--- config.mk ---
export PLATFORM = sky130hd
export DESIGN_NAME = countdown_timer
export DESIGN_NICKNAME = d
export VERILOG_FILES = /design/src/rtl/timer_pkg.sv /design/src/rtl/timer_datapath.sv /design/src/rtl/timer_ctrl.sv /design/src/rtl/countdown_timer.sv
export SDC_FILE = /design/constraint.sdc
export NUM_CORES = 1
export LEC_CHECK = 0
export ABC_AREA = 0
export CORE_MARGIN = 8
export CORE_UTILIZATION = 53
export CTS_CLUSTER_DIAMETER = 80
export DETAILED_ROUTE_END_ITERATION = 8
export PLACE_DENSITY_LB_ADDON = 0.1
export SETUP_SLACK_MARGIN = 0.1
export SLEW_MARGIN = 10
export SYNTH_ARGS = -nofsm -noshare
export SYNTH_HDL_FRONTEND = slang
export SYNTH_SLANG_ARGS = --single-unit
export TNS_END_PERCENT = 1
--- constraint.sdc ---
create_clock -name clk -period 3.7 [get_ports clk]
set_input_delay 0.74 -clock clk [delete_from_list [all_inputs] [get_ports clk]]
set_output_delay 0.74 -clock clk [all_outputs]
set_load 0.005 [all_outputs]
--- src/rtl/timer_pkg.sv ---
package timer_pkg;

  typedef enum logic [1:0] {
    TMR_OFF    = 2'd0,
    TMR_CYCLIC = 2'd1,
    TMR_SINGLE = 2'd2
  } tmr_mode_e;

  // Strobes from control to datapath
  typedef struct packed {
    logic wrCnt;      // load count from count write data
    logic wrLim;      // load limit register
    logic wrLimCnt;   // load count from limit write data
    logic wrPer;      // load period register
    logic reloadLim;  // load count from the (new) limit
    logic dec;        // decrement count
    logic clrPre;     // clear prescaler
    logic runPre;     // advance prescaler
  } tmr_ctl_t;

endpackage

--- src/rtl/timer_datapath.sv ---
module timer_datapath
  import timer_pkg::*;
#(
  parameter int CNT_W = 32,
  parameter int PER_W = 16
) (
  input  logic             clk,
  input  logic             rst_n,
  input  tmr_ctl_t         ctl,
  input  logic [CNT_W-1:0] cntWrData,
  input  logic [CNT_W-1:0] limWrData,
  input  logic [PER_W-1:0] perWrData,
  output logic [CNT_W-1:0] countVal,
  output logic             limZero,
  output logic             perZero,
  output logic             cntZero,
  output logic             cntOne,
  output logic             preWrap
);

  localparam logic [CNT_W-1:0] CNT_ONE = CNT_W'(1);
  localparam logic [PER_W-1:0] PER_ONE = PER_W'(1);

  logic [CNT_W-1:0] countReg;
  logic [CNT_W-1:0] limitReg;
  logic [PER_W-1:0] periodReg;
  logic [PER_W-1:0] preCnt;
  logic [CNT_W-1:0] nextLimit;

  assign nextLimit = ctl.wrLim ? limWrData : limitReg;

  always_ff @(posedge clk) begin
    if (!rst_n)             countReg <= '0;
    else if (ctl.reloadLim) countReg <= nextLimit;
    else if (ctl.wrCnt)     countReg <= cntWrData;
    else if (ctl.wrLimCnt)  countReg <= limWrData;
    else if (ctl.dec)       countReg <= countReg - CNT_ONE;
  end

  always_ff @(posedge clk) begin
    if (!rst_n)         limitReg <= '0;
    else if (ctl.wrLim) limitReg <= limWrData;
  end

  always_ff @(posedge clk) begin
    if (!rst_n)         periodReg <= '0;
    else if (ctl.wrPer) periodReg <= perWrData;
  end

  always_ff @(posedge clk) begin
    if (!rst_n)          preCnt <= '0;
    else if (ctl.clrPre) preCnt <= '0;
    else if (ctl.runPre) preCnt <= preWrap ? '0 : preCnt + PER_ONE;
  end

  assign preWrap  = (periodReg != '0) && (preCnt == periodReg - PER_ONE);
  assign limZero  = (limitReg == '0);
  assign perZero  = (periodReg == '0);
  assign cntZero  = (countReg == '0);
  assign cntOne   = (countReg == CNT_ONE);
  assign countVal = countReg;

  // a lone decrement strobe lowers the count by exactly one
  p_dec_step_r4: assert property (@(posedge clk) disable iff (!rst_n)
    (ctl.dec && !ctl.reloadLim && !ctl.wrCnt && !ctl.wrLimCnt)
      |=> (countReg == $past(countReg) - CNT_ONE));

  // prescaler stays below a nonzero period
  p_pre_bound_r4: assert property (@(posedge clk) disable iff (!rst_n)
    (ctl.runPre && !ctl.wrPer) |=> (preCnt < periodReg) || (preCnt == '0));

endmodule

--- src/rtl/timer_ctrl.sv ---
module timer_ctrl
  import timer_pkg::*;
#(
  parameter int CNT_W = 32,
  parameter int PER_W = 16
) (
  input  logic             clk,
  input  logic             rst_n,
  input  logic             stopCmd,
  input  logic             startCmd,
  input  logic             startSingle,
  input  logic             cntWrEn,
  input  logic [CNT_W-1:0] cntWrData,
  input  logic             limWrEn,
  input  logic [CNT_W-1:0] limWrData,
  input  logic             limReload,
  input  logic             perWrEn,
  input  logic [PER_W-1:0] perWrData,
  input  logic             limZero,
  input  logic             perZero,
  input  logic             cntZero,
  input  logic             cntOne,
  input  logic             preWrap,
  output tmr_ctl_t         ctl,
  output tmr_mode_e        mode,
  output logic             expire
);

  tmr_mode_e modeNext;
  logic      expNext;
  logic      writesOk;
  logic      restartReq;
  logic      newLimZero;
  logic      newPerZero;
  logic      startVal0;
  logic      running;

  assign running = (mode != TMR_OFF);

  always_comb begin
    ctl      = '0;
    modeNext = mode;
    expNext  = 1'b0;

    writesOk     = !stopCmd && !startCmd;
    ctl.wrCnt    = writesOk && cntWrEn;
    ctl.wrLim    = writesOk && limWrEn;
    ctl.wrLimCnt = writesOk && limWrEn && limReload;
    ctl.wrPer    = writesOk && perWrEn;

    newLimZero = ctl.wrLim ? (limWrData == '0) : limZero;
    newPerZero = ctl.wrPer ? (perWrData == '0) : perZero;
    restartReq = ctl.wrCnt || ctl.wrLimCnt || ctl.wrPer;
    startVal0  = ctl.wrCnt    ? (cntWrData == '0) :
                 ctl.wrLimCnt ? (limWrData == '0) : cntZero;

    if (stopCmd) begin
      modeNext   = TMR_OFF;
      ctl.clrPre = 1'b1;
    end else if (startCmd && !running) begin
      if (!perZero) begin
        ctl.clrPre = 1'b1;
        modeNext   = startSingle ? TMR_SINGLE : TMR_CYCLIC;
        if (cntZero) begin
          expNext       = 1'b1;
          ctl.reloadLim = 1'b1;
          if (limZero) modeNext = TMR_OFF;
        end
      end
    end else if (running && restartReq) begin
      ctl.clrPre = 1'b1;
      if (startVal0) begin
        expNext       = 1'b1;
        ctl.reloadLim = 1'b1;
        if (newLimZero) modeNext = TMR_OFF;
      end
      if (newPerZero) modeNext = TMR_OFF;
    end else if (running) begin
      ctl.runPre = 1'b1;
      if (preWrap) begin
        if (cntOne) begin
          expNext = 1'b1;
          if (mode == TMR_SINGLE) begin
            ctl.dec  = 1'b1;
            modeNext = TMR_OFF;
          end else begin
            ctl.reloadLim = 1'b1;
            if (newLimZero) modeNext = TMR_OFF;
          end
        end else begin
          ctl.dec = 1'b1;
        end
      end
    end
  end

  always_ff @(posedge clk) begin
    if (!rst_n) begin
      mode   <= TMR_OFF;
      expire <= 1'b0;
    end else begin
      mode   <= modeNext;
      expire <= expNext;
    end
  end

  // only the three defined mode codes appear
  p_mode_legal_r1: assert property (@(posedge clk) disable iff (!rst_n)
    mode != 2'd3);

  // stop always lands in off
  p_stop_off_r7: assert property (@(posedge clk) disable iff (!rst_n)
    stopCmd |=> (mode == TMR_OFF));

  // a running timer never holds a zero count or zero period
  p_run_nonzero_r6: assert property (@(posedge clk) disable iff (!rst_n)
    running |-> (!cntZero && !perZero));

  // single mode ends at expiry
  p_single_ends_r3: assert property (@(posedge clk) disable iff (!rst_n)
    (mode == TMR_SINGLE && !stopCmd && !restartReq && preWrap && cntOne)
      |=> (mode == TMR_OFF) && expire);

  // start while running does not change the mode
  p_start_ignored_r5: assert property (@(posedge clk) disable iff (!rst_n)
    (running && startCmd && !stopCmd && !(preWrap && cntOne))
      |=> (mode == $past(mode)));

endmodule

--- src/rtl/countdown_timer.sv ---
module countdown_timer
  import timer_pkg::*;
#(
  parameter int CNT_W = 32,
  parameter int PER_W = 16
) (
  input  logic             clk,
  input  logic             rst_n,
  input  logic             stopCmd,
  input  logic             startCmd,
  input  logic             startSingle,
  input  logic             cntWrEn,
  input  logic [CNT_W-1:0] cntWrData,
  input  logic             limWrEn,
  input  logic [CNT_W-1:0] limWrData,
  input  logic             limReload,
  input  logic             perWrEn,
  input  logic [PER_W-1:0] perWrData,
  output logic [CNT_W-1:0] countOut,
  output logic [1:0]       modeOut,
  output logic             expire
);

  tmr_ctl_t  ctl;
  tmr_mode_e mode;
  logic      limZero;
  logic      perZero;
  logic      cntZero;
  logic      cntOne;
  logic      preWrap;

  timer_ctrl #(.CNT_W(CNT_W), .PER_W(PER_W)) i_ctrl (
    .clk(clk), .rst_n(rst_n),
    .stopCmd(stopCmd), .startCmd(startCmd), .startSingle(startSingle),
    .cntWrEn(cntWrEn), .cntWrData(cntWrData),
    .limWrEn(limWrEn), .limWrData(limWrData), .limReload(limReload),
    .perWrEn(perWrEn), .perWrData(perWrData),
    .limZero(limZero), .perZero(perZero), .cntZero(cntZero),
    .cntOne(cntOne), .preWrap(preWrap),
    .ctl(ctl), .mode(mode), .expire(expire)
  );

  timer_datapath #(.CNT_W(CNT_W), .PER_W(PER_W)) i_dp (
    .clk(clk), .rst_n(rst_n), .ctl(ctl),
    .cntWrData(cntWrData), .limWrData(limWrData), .perWrData(perWrData),
    .countVal(countOut), .limZero(limZero), .perZero(perZero),
    .cntZero(cntZero), .cntOne(cntOne), .preWrap(preWrap)
  );

  assign modeOut = mode;

endmodule

; ---- Yosys cells after proc, flatten, opt, wreduce, memory -nomap -nowiden
; Cells that the tools add are included.
[totals]
elab_cells = 93
in_bits = 89
reg_bits = 99
[op_classes]
n_addsub = 3
eq_ne = 5
n_bitwise = 1
n_mux = 50
n_reduce_logical = 28
[op_table]
columns = op, n
row1 = $mux 32, 5
row2 = $logic_not 32->1, 4
row3 = $eq 32x1->1 const B, 1
row4 = $logic_not 16->1, 2
row5 = $mux 2, 16
row6 = $sub 32x1->32 const B, 1
row7 = $mux 1, 28
row8 = $add 16x1->16 const B, 1
row9 = $eq 16x16->1, 1
row10 = $mux 16, 1
row11 = $reduce_bool 16->1, 1
row12 = $sub 16x1->16 const B, 1
row13 = $reduce_bool 3->1, 3
row14 = $logic_and 1x1->1, 8
row15 = $reduce_and 5->1, 1
row16 = $ne 4x1->1 const B, 1
row17 = $reduce_bool 4->1, 1
row18 = $reduce_or 2->1, 2
row19 = $logic_not 1->1, 3
row20 = $eq 2x2->1 const B, 1
row21 = $logic_or 1x1->1, 2
row22 = $ne 2x2->1 const B, 1
row23 = $reduce_bool 2->1, 1
row24 = $not 1->1, 1

; ---- Longest topological paths before layout
[depth]
ltp_word = 14
mapped_depth = 13
depth_no_buf = 10

; ---- Modules after synthesis
; A second synthesis with hierarchy kept.
[unflattened]
hier_cells = 785
hier_area_um2 = 6254.7
[by_module_without_submodules]
columns = mod, instances, cells_each, area_per_inst_um2
row1 = timer_datapath, 1, 712, 5703.0
row2 = timer_ctrl, 1, 73, 551.8

; ---- Worst setup path after synthesis
; No wires, ideal clock.
[synth_timing]
path_kind = reg2reg
from = reg i_dp.periodReg[0]
to = reg i_dp.countReg[16] (netlist: i_dp.countVal[16])
required_ps = 3583
synth_period_minus_slack_ps = 2935
path_stages_with_launch = 13
setup_slack_ps = 765
setup_ps = 117
path_buffers = 2
arrival_ps = 2818
cell_sequence = dfxtp_1 buf_2 inv_1 ha_1 nor3b_1 a21boi_0 o22a_1 a211oi_1 o2111a_1 buf_4 nand2_2 o31a_1 a22o_1
[synth_via]
elab_chain_len = 9
[synth_lines]
columns = element, line
row1 = "start, declared", timer_datapath.sv:26  ; logic [PER_W-1:0] periodReg;
row2 = "start signal, assigned", timer_datapath.sv:47  ; else if (ctl.wrPer) periodReg <= perWrData;
row3 = $sub 16x1->16, timer_datapath.sv:56  ; assign preWrap = (periodReg != '0) && (preCnt == periodReg - PER_ONE);
row4 = $eq 16x16->1, timer_datapath.sv:56
row5 = $logic_and 1x1->1, timer_datapath.sv:56
row6 = $mux 2, timer_ctrl.sv:80  ; if (preWrap) begin
row7 = $mux 2, timer_ctrl.sv:78  ; end else if (running) begin
row8 = $mux 1, timer_ctrl.sv:70  ; end else if (running && restartReq) begin
row9 = $mux 1, timer_ctrl.sv:60  ; end else if (startCmd && !running) begin
row10 = $mux 2 (*), timer_ctrl.sv:57  ; if (stopCmd) begin
row11 = $reduce_bool 4->1 (no line) / $mux 32 (equally long branches), --
row12 = "end signal, assigned", timer_datapath.sv:35  ; else if (ctl.wrCnt) countReg <= cntWrData;
row13 = "end signal, assigned", timer_datapath.sv:36  ; else if (ctl.wrLimCnt) countReg <= limWrData;
row14 = "end signal, assigned", timer_datapath.sv:37  ; else if (ctl.dec) countReg <= countReg - CNT_ONE;
row15 = "end, declared", timer_datapath.sv:24  ; logic [CNT_W-1:0] countReg;
; Every way passes the cells marked *; elsewhere a longest branch is shown, timed or not.
; A chain may end at the register's enable or synchronous reset.

; ---- Worst setup path after layout
[layout_timing]
from = reg i_dp.periodReg[1]
to = reg i_dp.countReg[7] (netlist: i_dp.countVal[7])
; Same word-level chain as after synthesis.

==> summary.md <==
| Metric | Value |
|---|---|
| HPWL after DPL | 18900 um |
| Top-count cell post-synth | nand2_1 |
| Port Buf Inserts | 123 |
| Clock tree sinks | 99 |
| Total CTS buffers | 9 |
| Crit-path max cell delay | 490 ps |
| Global route overflow | 0 |
| Total design power | 3.01 mW |
| FF+latch count, synth | 99 |
| Die height | 127 um |
| Vias/cell | 6.65 |
| Largest net degree at the start of global routing | 42 |
| Synthesized cell area | 6510 um^2 |
| Worst path depth | 12 |
| Clock latency on the worst-skew pair | 360 ps |
| Rows | 40 |
| Final antenna-violating net count | 0 |
| Synth area leaders | dfxtp_1 30%, nand2_1 7.4%, a21oi_1 5.3% |
| Slew headroom | 37.8% |
| Cell count after placement | 1115 |
| Synth top area share | 30.4% |
| Main synth FF type | dfxtp_1 |
| Crit path DAT | 3600 ps |
| CORE AREA | 12000 um^2 |
| Routability cong. | 0.963 |
| Power per cell area | 364 nW/um^2 |
| Critical path endpoint category | register |
| DR pass1 iterations | 6 |
| Crit path cell chain | inv_1 -> ha_1 -> or3b_2 -> nor3_1 -> xnor2_1 -> nor4b_2 -> o2111a_1 -> buf_4 -> and2_1 -> buf_4 -> o211a_1 -> a211oi_1 |
| Slowest CP cell | or3b_2 |
| Final std cells w/o fill | 1131 |
| Nature of the critical path startpoint | register |
| Mapped Nets | 949 |
| Worst Path Buf+Inv | 3 |
| Final number of setup-violating endpoints | 0 |
| MaxCap Viol Count | 0 |
| Share of post-route cells with drive strength above 1 | 8.33% |
| Status | completed |
| Fillers | 1024 |
| Final Hold Vio Count | 0 |
| RSZ-0062 raised after global routing | false |
| Warnings, synthesis | 0 |
| DR WL/cell | 22.1 um |
| I/O Pins | 124 |
| VDD IR max | 338 uV |
| Period utilisation layout | 92.1% |
| Max Clk Rate | 293 MHz |
| Final hold slack | 491 ps |
| Ys async rst share | 0% |
| CP max FO | 8 |
| Vias in the first global route | 7328 |
| Via count | 7520 |
| Cts hold-fix bufs | 0 |
| Top cell type by total area after synthesis | dfxtp_1 |
| FF-to-FF path depth | 12 |
| # nets final | 1073 |
| Hold Path Class | register to register |
| DP Area | 7960 um^2 |
| Post-synth EDFFs | 0 |
| Full die area | 16100 um^2 |
| Min Tclk post-route | 3410 ps |
| Antenna Cells | 0 |
| Worst Hold Depth | 2 |
| H-tree levels | 3 |
| CTS tree | built |
| Final Cell Area | 8280 um^2 |
| Routed WL | 25000 um |
| DRT iter0 DRCs | 892 |
| Sequential area share after synthesis | 30.4% |
| Final-report max-slew violation count | 0 |
| Top post-synthesis cells by count | 129 x nand2_1, 99 x dfxtp_1, 81 x nor2_1, 69 x a21oi_1, 37 x nor4_1 |
| Sum Neg Setup Slack | 0 ps |
| Top cell by count, worst path | buf_4 |
| Kind of cell adding the most delay to the critical path | simple AND/OR/NAND/NOR gates |
| Clock Skew | 8.17 ps |
| Area growth syn-to-layout | 27.1% |
| Avg Inst Size Synth | 7.62 um^2 |
| Global-route wire length before repair | 38600 um |
| Tightest Pin Transition | 924 ps |
| Initial antenna violation count | 1 |
| Crit path kind | register to register |
| GRT Util Overall | 30.3% |
| DRC Markers | 0 |
| CTS root buffer | clkbuf_16 |
| Critical Path RT | 3900 ps |
| Initial Util | 54.2% |
| Syn Inst Count | 855 |
| Die width | 127 um |
| Clock Pin Slew Worst Setup and Hold Paths | 60 ps |
| Distinct cells, synth | 81 |
| Pleak | 3.08 nW |
| Clock buffer depth | 2 |
-- registers in the layout, indices dropped and copies added, names as in the netlist --
name and flops:
i_ctrl.expire 1, i_ctrl.mode 2, i_dp.countVal 32, i_dp.limitReg 32, i_dp.periodReg 16, i_dp.preCnt 16
-- metrics by stage --
stage | setup WS, ps | utilization [%]
2_1_floorplan | 765 | -
3_5_place_dp | 82.0 | 66.3
4_1_cts | 213 | 68.9
3_3_place_gp | 128 | 66.3
5_1_grt | 154 | 68.9
6_report | 292 | 68.9
-- metal layers --
layer / up-vias / routed length [um] / global-route usage (%)
met2: 469 / 11900 / 50.5
met5: - / 13 / 0
li1: 3424 / - / -
met1: 3525 / 9610 / 35.4
met4: 2 / 881 / 12.2
met3: 100 / 2520 / 9.26
-- path summary, 6_finish.rpt --
check                                       from                            end  slack [ps]
setup / recovery  i_dp.periodReg[1]$_SDFFE_PN0P_  i_dp.countVal[7]$_SDFFE_PN0P_         290
hold / removal      i_dp.limitReg[24]$_SDFF_PN0_   i_dp.limitReg[24]$_SDFF_PN0_         490
setup reg to reg  i_dp.periodReg[1]$_SDFFE_PN0P_  i_dp.countVal[7]$_SDFFE_PN0P_         290
hold reg to reg     i_dp.limitReg[24]$_SDFF_PN0_   i_dp.limitReg[24]$_SDFF_PN0_         490
-- cells in the final DEF (no fill, tap or decap), types with 6 or more instances in the layout --
cell and n:
nand2_1 129, clkdlybuf4s50_1 123, dfxtp_1 99, nor2_1 81, a21oi_1 69, buf_4 40
nor4_1 37, nor3_1 28, o21ai_0 25, nand4_1 24, xnor2_1 24, mux2i_1 23
and3_1 19, inv_1 17, a22oi_1 17, xor2_1 16, nand3_1 15, a211oi_1 13
a31oi_1 11, o22ai_1 10, o2bb2ai_1 10, clkbuf_16 9, o211ai_1 6, and2_1 6
o31ai_1 6, and4_1 6, a22o_1 6
-- cell families after synthesis --
group           count (synthesis)  share of synthesized area [%]
simple gates                  390                           30.3
buf+inv                        68                           5.13
flops                          99                           30.4
mux                            23                           3.53
fa+ha+maj                       5                          0.960
xor+xnor                       40                           5.38
compound gates                230                           24.3
-- power by group --
part	leakage, nW	switching, mW	total (mW)	internal [mW]
clock	0.156	0.419	0.983	0.564
sequential	0.804	0.0623	1.17	1.11
combinational	2.12	0.478	0.860	0.382
total	3.08	0.959	3.01	2.06
-- cell type report --
cell class	instances	area, um^2	share of cell area [%]
multi-input combinational	688	4200	50.8
sequential	99	1980	23.9
timing repair buffer	163	1530	18.5
clock buffer	11	253	3.05
tap	147	184	2.22
inverter	18	67.6	0.816
clock inverter	5	57.6	0.695
-- worst reg2reg max path: cells and delay by family, from the launching register on --
kind                     cells  cell delay, ps
AND/OR/NAND/NOR              4            1350
AO/OA/AOI/OAI                3             640
buffers and inverters        3             530
flip-flops                   1             360
adder cells (fa/ha/maj)      1             230
XOR/XNOR                     1             170
-- what timing repair did --
item                                    CTS  global route
endpoints found under the setup margin    0            38
setup buffers                             0             0
resized for setup                         0             1
No activity file was read; power rests on OpenSTA's default activity.
